## src/rtl/pair_tlb_pkg.sv

```systemverilog
package pair_tlb_pkg;
  localparam int VA_W   = 32;
  localparam int OFS_W  = 13;            // pair of minimum pages
  localparam int PG_W   = OFS_W - 1;     // minimum page offset
  localparam int VPN_W  = VA_W - OFS_W;
  localparam int ASID_W = 8;

  typedef enum logic [2:0] {
    RES_MATCH   = 3'd0,
    RES_NOMATCH = 3'd1,
    RES_INVALID = 3'd2,
    RES_DIRTY   = 3'd3,
    RES_BADADDR = 3'd4
  } res_e;
endpackage

```

## src/rtl/pair_tlb_store.sv

```systemverilog
module pair_tlb_store
  import pair_tlb_pkg::*;
#(
  parameter int NUM_ENT = 16,
  parameter int PFN_W   = 20,
  parameter int IDX_W   = $clog2(NUM_ENT)
) (
  input  logic                                  clk_i,
  input  logic                                  rst_ni,
  input  logic                                  wr_en_i,
  input  logic [IDX_W-1:0]                      wr_idx_i,
  input  logic [VPN_W-1:0]                      wr_vpn_i,
  input  logic [VPN_W-1:0]                      wr_mask_i,
  input  logic [ASID_W-1:0]                     wr_asid_i,
  input  logic                                  wr_g_i,
  input  logic [1:0][PFN_W-1:0]                 wr_pfn_i,
  input  logic [1:0]                            wr_v_i,
  input  logic [1:0]                            wr_d_i,
  output logic [NUM_ENT-1:0][VPN_W-1:0]         vpn_o,
  output logic [NUM_ENT-1:0][VPN_W-1:0]         mask_o,
  output logic [NUM_ENT-1:0][ASID_W-1:0]        asid_o,
  output logic [NUM_ENT-1:0]                    g_o,
  output logic [NUM_ENT-1:0][1:0][PFN_W-1:0]    pfn_o,
  output logic [NUM_ENT-1:0][1:0]               v_o,
  output logic [NUM_ENT-1:0][1:0]               d_o
);
  logic wr_hit;
  assign wr_hit = wr_en_i && (32'(wr_idx_i) < NUM_ENT);

  always_ff @(posedge clk_i or negedge rst_ni) begin
    if (!rst_ni) begin
      vpn_o  <= '0;
      mask_o <= '0;
      asid_o <= '0;
      g_o    <= '0;
      pfn_o  <= '0;
      v_o    <= '0;
      d_o    <= '0;
    end else if (wr_hit) begin
      vpn_o[wr_idx_i]  <= wr_vpn_i;
      mask_o[wr_idx_i] <= wr_mask_i;
      asid_o[wr_idx_i] <= wr_asid_i;
      g_o[wr_idx_i]    <= wr_g_i;
      pfn_o[wr_idx_i]  <= wr_pfn_i;
      v_o[wr_idx_i]    <= wr_v_i;
      d_o[wr_idx_i]    <= wr_d_i;
    end
  end

  p_write_lands_r11: assert property (@(posedge clk_i) disable iff (!rst_ni)
    wr_hit |=> (vpn_o[$past(wr_idx_i)] == $past(wr_vpn_i)) &&
               (pfn_o[$past(wr_idx_i)] == $past(wr_pfn_i)));
endmodule

```

## src/rtl/pair_tlb_match.sv

```systemverilog
module pair_tlb_match
  import pair_tlb_pkg::*;
#(
  parameter int NUM_ENT = 16
) (
  input  logic [VA_W-1:0]                va_i,
  input  logic [ASID_W-1:0]              asid_i,
  input  logic [NUM_ENT-1:0][VPN_W-1:0]  vpn_i,
  input  logic [NUM_ENT-1:0][VPN_W-1:0]  mask_i,
  input  logic [NUM_ENT-1:0][ASID_W-1:0] asid_e_i,
  input  logic [NUM_ENT-1:0]             g_i,
  output logic [NUM_ENT-1:0]             hit_o
);
  logic [VPN_W-1:0] va_tag;
  assign va_tag = va_i[VA_W-1:OFS_W];

  for (genvar i = 0; i < NUM_ENT; i++) begin : g_ent
    logic id_ok, tag_ok;
    assign id_ok  = g_i[i] || (asid_e_i[i] == asid_i);
    assign tag_ok = ((va_tag ^ vpn_i[i]) & ~mask_i[i]) == '0;
    assign hit_o[i] = id_ok && tag_ok;
  end
endmodule

```

## src/rtl/pair_tlb_resolve.sv

```systemverilog
module pair_tlb_resolve
  import pair_tlb_pkg::*;
#(
  parameter int NUM_ENT = 16,
  parameter int PFN_W   = 20,
  parameter int PA_W    = PFN_W + PG_W
) (
  input  logic [VA_W-1:0]                    va_i,
  input  logic                               we_i,
  input  logic [NUM_ENT-1:0]                 hit_i,
  input  logic [NUM_ENT-1:0][VPN_W-1:0]      mask_i,
  input  logic [NUM_ENT-1:0][1:0][PFN_W-1:0] pfn_i,
  input  logic [NUM_ENT-1:0][1:0]            v_i,
  input  logic [NUM_ENT-1:0][1:0]            d_i,
  output logic [PA_W-1:0]                    pa_o,
  output logic                               rd_o,
  output logic                               wr_o,
  output res_e                               res_o
);
  localparam int IDX_W = (NUM_ENT > 1) ? $clog2(NUM_ENT) : 1;

  logic [IDX_W-1:0] win;
  logic             any;

  // lowest index wins
  always_comb begin
    win = '0;
    any = 1'b0;
    for (int i = NUM_ENT - 1; i >= 0; i--) begin
      if (hit_i[i]) begin
        win = IDX_W'(i);
        any = 1'b1;
      end
    end
  end

  logic [VA_W-1:0]  full, top_bit, half;
  logic             odd, sel_v, sel_d;
  logic [PFN_W-1:0] sel_pfn;

  assign full    = {mask_i[win], {OFS_W{1'b1}}};
  assign top_bit = full & ~(full >> 1);
  assign half    = full >> 1;
  assign odd     = |(va_i & top_bit);
  assign sel_pfn = pfn_i[win][odd];
  assign sel_v   = v_i[win][odd];
  assign sel_d   = d_i[win][odd];

  always_comb begin
    pa_o  = '0;
    rd_o  = 1'b0;
    wr_o  = 1'b0;
    res_o = RES_MATCH;
    if (!any)                res_o = RES_NOMATCH;
    else if (!sel_v)         res_o = RES_INVALID;
    else if (we_i && !sel_d) res_o = RES_DIRTY;
    else begin
      pa_o = {sel_pfn, {PG_W{1'b0}}} | PA_W'(va_i & half);
      rd_o = 1'b1;
      wr_o = sel_d;
    end
  end
endmodule

```

## src/rtl/pair_tlb.sv

```systemverilog
module pair_tlb
  import pair_tlb_pkg::*;
#(
  parameter int NUM_ENT = 16,
  parameter int PA_W    = 32,
  parameter int IDX_W   = $clog2(NUM_ENT)
) (
  input  logic                  clk_i,
  input  logic                  rst_ni,
  input  logic                  req_i,
  input  logic [31:0]           va_i,
  input  logic                  we_i,
  input  logic [7:0]            asid_i,
  input  logic                  wr_en_i,
  input  logic [IDX_W-1:0]      wr_idx_i,
  input  logic [18:0]           wr_vpn_i,
  input  logic [18:0]           wr_mask_i,
  input  logic [7:0]            wr_asid_i,
  input  logic                  wr_g_i,
  input  logic [PA_W-13:0]      wr_pfn0_i,
  input  logic                  wr_v0_i,
  input  logic                  wr_d0_i,
  input  logic [PA_W-13:0]      wr_pfn1_i,
  input  logic                  wr_v1_i,
  input  logic                  wr_d1_i,
  output logic                  rsp_valid_o,
  output logic [PA_W-1:0]       pa_o,
  output logic                  rd_ok_o,
  output logic                  wr_ok_o,
  output logic [2:0]            result_o
);
  localparam int PFN_W = PA_W - PG_W;

  logic [NUM_ENT-1:0][VPN_W-1:0]      e_vpn, e_mask;
  logic [NUM_ENT-1:0][ASID_W-1:0]     e_asid;
  logic [NUM_ENT-1:0]                 e_g, hit;
  logic [NUM_ENT-1:0][1:0][PFN_W-1:0] e_pfn;
  logic [NUM_ENT-1:0][1:0]            e_v, e_d;

  pair_tlb_store #(.NUM_ENT(NUM_ENT), .PFN_W(PFN_W), .IDX_W(IDX_W)) u_store (
    .clk_i, .rst_ni, .wr_en_i, .wr_idx_i, .wr_vpn_i, .wr_mask_i,
    .wr_asid_i, .wr_g_i,
    .wr_pfn_i ({wr_pfn1_i, wr_pfn0_i}),
    .wr_v_i   ({wr_v1_i, wr_v0_i}),
    .wr_d_i   ({wr_d1_i, wr_d0_i}),
    .vpn_o (e_vpn), .mask_o (e_mask), .asid_o (e_asid), .g_o (e_g),
    .pfn_o (e_pfn), .v_o (e_v), .d_o (e_d)
  );

  pair_tlb_match #(.NUM_ENT(NUM_ENT)) u_match (
    .va_i, .asid_i, .vpn_i (e_vpn), .mask_i (e_mask),
    .asid_e_i (e_asid), .g_i (e_g), .hit_o (hit)
  );

  logic [PA_W-1:0] pa_c;
  logic            rd_c, wr_c;
  res_e            res_c;

  pair_tlb_resolve #(.NUM_ENT(NUM_ENT), .PFN_W(PFN_W), .PA_W(PA_W)) u_resolve (
    .va_i, .we_i, .hit_i (hit), .mask_i (e_mask), .pfn_i (e_pfn),
    .v_i (e_v), .d_i (e_d), .pa_o (pa_c), .rd_o (rd_c), .wr_o (wr_c),
    .res_o (res_c)
  );

  always_ff @(posedge clk_i or negedge rst_ni) begin
    if (!rst_ni) begin
      rsp_valid_o <= 1'b0;
      pa_o        <= '0;
      rd_ok_o     <= 1'b0;
      wr_ok_o     <= 1'b0;
      result_o    <= '0;
    end else begin
      rsp_valid_o <= req_i;
      if (req_i) begin
        pa_o     <= pa_c;
        rd_ok_o  <= rd_c;
        wr_ok_o  <= wr_c;
        result_o <= res_c;
      end
    end
  end

  p_strobe_r10: assert property (@(posedge clk_i) disable iff (!rst_ni)
    req_i |=> rsp_valid_o);
  p_quiet_r10: assert property (@(posedge clk_i) disable iff (!rst_ni)
    !req_i |=> !rsp_valid_o);
  p_clear_on_fault_r12: assert property (@(posedge clk_i) disable iff (!rst_ni)
    (rsp_valid_o && result_o != RES_MATCH) |-> (pa_o == '0 && !rd_ok_o && !wr_ok_o));
  p_read_grant_r7: assert property (@(posedge clk_i) disable iff (!rst_ni)
    (rsp_valid_o && result_o == RES_MATCH) |-> rd_ok_o);
  p_write_grant_r6: assert property (@(posedge clk_i) disable iff (!rst_ni)
    (req_i && we_i) |=> (result_o == RES_MATCH) -> wr_ok_o);
  p_no_badaddr_r8: assert property (@(posedge clk_i) disable iff (!rst_ni)
    rsp_valid_o |-> (result_o != RES_BADADDR));
endmodule

```

## config.mk

```make
export PLATFORM = sky130hd
export DESIGN_NAME = pair_tlb
export DESIGN_NICKNAME = d
export VERILOG_FILES = /design/src/rtl/pair_tlb_pkg.sv /design/src/rtl/pair_tlb_store.sv /design/src/rtl/pair_tlb_match.sv /design/src/rtl/pair_tlb_resolve.sv /design/src/rtl/pair_tlb.sv
export SDC_FILE = /design/constraint.sdc
export NUM_CORES = 2
export LEC_CHECK = 0
export CELL_PAD_IN_SITES_DETAIL_PLACEMENT = 1
export CELL_PAD_IN_SITES_GLOBAL_PLACEMENT = 1
export CORE_AREA = 2 2 403 405
export CTS_CLUSTER_DIAMETER = 80
export CTS_CLUSTER_SIZE = 14
export DETAILED_ROUTE_END_ITERATION = 16
export DIE_AREA = 0 0 405 407
export GPL_ROUTABILITY_DRIVEN = 1
export GPL_TIMING_DRIVEN = 0
export PLACE_DENSITY_LB_ADDON = 0.15
export SETUP_SLACK_MARGIN = 0.05
export SLEW_MARGIN = 10
export SYNTH_ARGS = -nofsm -noshare
export SYNTH_HDL_FRONTEND = slang
export SYNTH_SLANG_ARGS = --single-unit
export TNS_END_PERCENT = 100
```

## constraint.sdc

```tcl
create_clock -name clk_i -period 7 [get_ports clk_i]
set_clock_uncertainty 0.2 [all_clocks]
set_input_delay 0.7 -clock clk_i [delete_from_list [all_inputs] [get_ports clk_i]]
set_output_delay 0.7 -clock clk_i [all_outputs]
set_load 0.005 [all_outputs]
```

==> flow_summary.toml <==
[status]
status = "finished, violations left"
violations = "negative setup slack"

[grt]
antenna_found_initial = 22
grt_max_degree = 151
grt_pass1_vias = 55400
overflow = 0
grt_usage = 0.376
grt_first_pass_wirelength_um = 432000

[clocking]
cts.sinks = 1493
cts_max_path_buffers = 3
clk_latency_ns = 0.79
numCtsBuffers = 121
tritoncts = "yes"
h-tree-depth = 3
cts-root-buf = "clkbuf_16"
clkTransAtPathRegs_ns = 0.08

[floorplan]
die_w_um = 405
fp-row-count = 147
core_area_sq_um = 160000
die_h_um = 407
ios = 178
dieArea_sq_um = 165000
start_util = 0.449

[worst_setup_path]
path_max_fanout = 10
start_kind = "flip-flop"
crit_required_ns = 7.49
endpoint_kind = "flip-flop"
worstPathArrival_ns = 7.62
crit_type = "reg -> reg"

[timing]
clock.fmax_mhz = 140
finalSetupViolCount = 10
layout_worst_path_cycle_share = 1.02
period_minus_slack_ns = 7.13
rsz0062_at_grt = "false"
max_slew.worst_pin.slew_ns = 1.34
max-slew-margin-rel = 0.108
drv_slew = 0
finalHoldViolations = 0
fin_hold_ws_ns = 0.248
worst_slack_ns = -0.135

[min_path]
hold_path_class = "in -> reg"

[yosys]
netlist_instances = 6214
ys_ff_latch = 1493
yosysSeqAreaShare = 0.520
synth-edff-count = 0
yosysUniqueCellTypes = 79
syn-num-nets = 6354
synth_area_sq_um = 71900
synth-main-ff-cell = "dfrtp_1"
syn_area_per_cell_sq_um = 11.6
ys_async_sr_fraction = 1.00
ys.warnings.count = 0

[drt]
vias = 53400
first_pass_iters = 5
drc = 0
drt-vias-per-instance = 6.14
drt-total-wl_um = 310000
first_iter_violations = 4906
antenna_left = 0
wl_per_cell_um = 35.6

[layout]
final_cell_mix = "dfrtp_1, mux2_2, nand2_1"
drive_gt1_frac = 0.299
nets = 6650
syn_to_final_growth_pct = 12.1
final_common_cell = "dfrtp_1"

[place]
place_ws_ns = -2.89
hpwlAfterDp_um = 230000
port_buffers = 149
gp_congestion = 1.07

[power]
p_int_w = 0.0164
power_frac_comb = 0.222
p_per_area_nw_per_um2 = 300
peakVddDrop_mv = 0.222
seqPwrFrac = 0.506
p_leak_nw = 34.1
power.switching_w = 0.00771
netSwitchingFraction = 0.319
p_clk_frac = 0.271

[flow_run]
drv_cap = 0
synth_stat cells (all sizes together) (3+ instances only):
library cell	number	area (sq um)
and3	30	188
o221ai	3	26.3
xor2	108	946
mux2i	88	885
a41o	10	100
a221oi	10	87.6
o21a	6	45.0
nand2b	9	56.3
or3	4	25.0
a21oi	42	229
buf	166	1000
o32ai	15	214
mux2	1464	16500
inv	60	225
a31oi	19	119
nand3	563	2820
o21ai	74	382
o211ai	47	358
and3b	4	35.0
or4	18	146
o22a	10	87.6
a32oi	7	61.3
a22oi	5	37.5
nor4	48	313
a2111oi	4	35.0
nand2	915	3430
dfrtp	1493	37400
nor2	60	233
a211oi	18	135
nor3	7	35.0
o22ai	170	1060
xnor2	324	2840
and4	5	48.8
nand3b	3	22.5
a311oi	4	41.3
clkbuf	339	1270
and2	9	58.8
nand4	23	144
final cells by class:
class | count | area (sq um)
Fill cell | 16800 | 79600
Sequential cell | 1493 | 37400
Multi-Input combinational cell | 4156 | 32400
Clock buffer | 133 | 3170
Tap cell | 2160 | 2700
Buffer | 504 | 2530
Timing Repair Buffer | 174 | 2040
Inverter | 60 | 225
Clock inverter | 15 | 164
Antenna cell | 13 | 32.5
path summary, 6_finish.rpt:
check	from	to	slack, ns	cells past startpoint
setup / recovery	u_store.vpn_o[93]	pa_o[30]	-0.13	20
hold / removal	va_i[2]	pa_o[2]	0.25	3
setup reg to reg	u_store.vpn_o[93]	pa_o[30]	-0.13	20
hold reg to reg	u_store.pfn_o[113]	u_store.pfn_o[113]	0.31	1
max in group asynchronous	rst_ni	u_store.pfn_o[317]	3.40	6
min in group asynchronous	rst_ni	u_store.asid_o[24]	0.33	2
registers in the layout, indices dropped and copies added (netlist names):
name            count
pa_o               32
u_store.g_o        16
u_store.pfn_o     640
u_store.vpn_o     304
u_store.v_o        32
u_store.mask_o    304
result_o            2
rd_ok_o             1
rsp_valid_o         1
u_store.asid_o    128
u_store.d_o        32
wr_ok_o             1
per-layer routing:
layer | GRT usage | wire (um) | up-vias
li1 | - | - | 22300
met1 | 0.474 | 123000 | 28400
met2 | 0.585 | 140000 | 2004
met3 | 0.0576 | 18300 | 762
met4 | 0.283 | 27700 | 18
met5 | 0 | 109 | -
power by group through the flow:
stage          sequential [W]  clock, W  combinational (W)
3_5_place_dp           0.0123         0            0.00521
5_1_grt                0.0124   0.00690            0.00571
6_report               0.0122   0.00655            0.00537
4_1_cts                0.0122   0.00662            0.00529
2_1_floorplan          0.0116         0            0.00352
3_3_place_gp           0.0124         0            0.00502
kinds of logic after synthesis:
| kind of cell | Yosys count | synth area share |
|---|---|---|
| flip-flops | 1493 | 0.520 |
| other | 1 | 0.0000522 |
| AO/OA/AOI/OAI | 465 | 0.0448 |
| XOR/XNOR | 432 | 0.0526 |
| multiplexers | 1552 | 0.242 |
| AND/OR/NAND/NOR | 1706 | 0.106 |
| buffers and inverters | 565 | 0.0348 |
worst max-delay path, cell delays in order, from the launching register on:
cell      delay, ns
dfrtp_1        0.40
xnor2_1        0.55
o22ai_1        0.23
nor4_2         0.56
nand4_1        0.41
and4_4         0.33
buf_6          0.14
a21boi_4       0.19
nor2_4         0.16
buf_6          0.27
buf_12         0.22
buf_6          0.31
buf_4          0.33
buf_2          0.37
clkbuf_2       0.46
buf_1          0.72
nand3_1        0.16
o211ai_1       0.29
o21ai_2        0.21
and3b_1        0.23
o32ai_2        0.21
repair_timing:
action / 4_1_cts / 5_1_grt
hold buffers: 1 / 0
endpoints found under the hold margin: 106 / 0
setup endpoints to repair: 36 / 35
pin swaps: 2 / 3
cloned: 0 / 0
resized for setup: 149 / 74
setup buffers: 3 / 1
per-stage QoR:
step,TNS [ns],utilization,total power (W),cells,cell area [sq um]
finish,-0.589,0.503,0.0242,8708,80600
floorplan,0,-,0.0151,6214,71900
global route,0,0.503,0.0250,8700,80600
global placement,-,0.475,0.0174,8523,76100
CTS,0,0.502,0.0241,8694,80400
detailed placement,-67.41,0.478,0.0175,8543,76600
(Power assumes the default switching activity.)
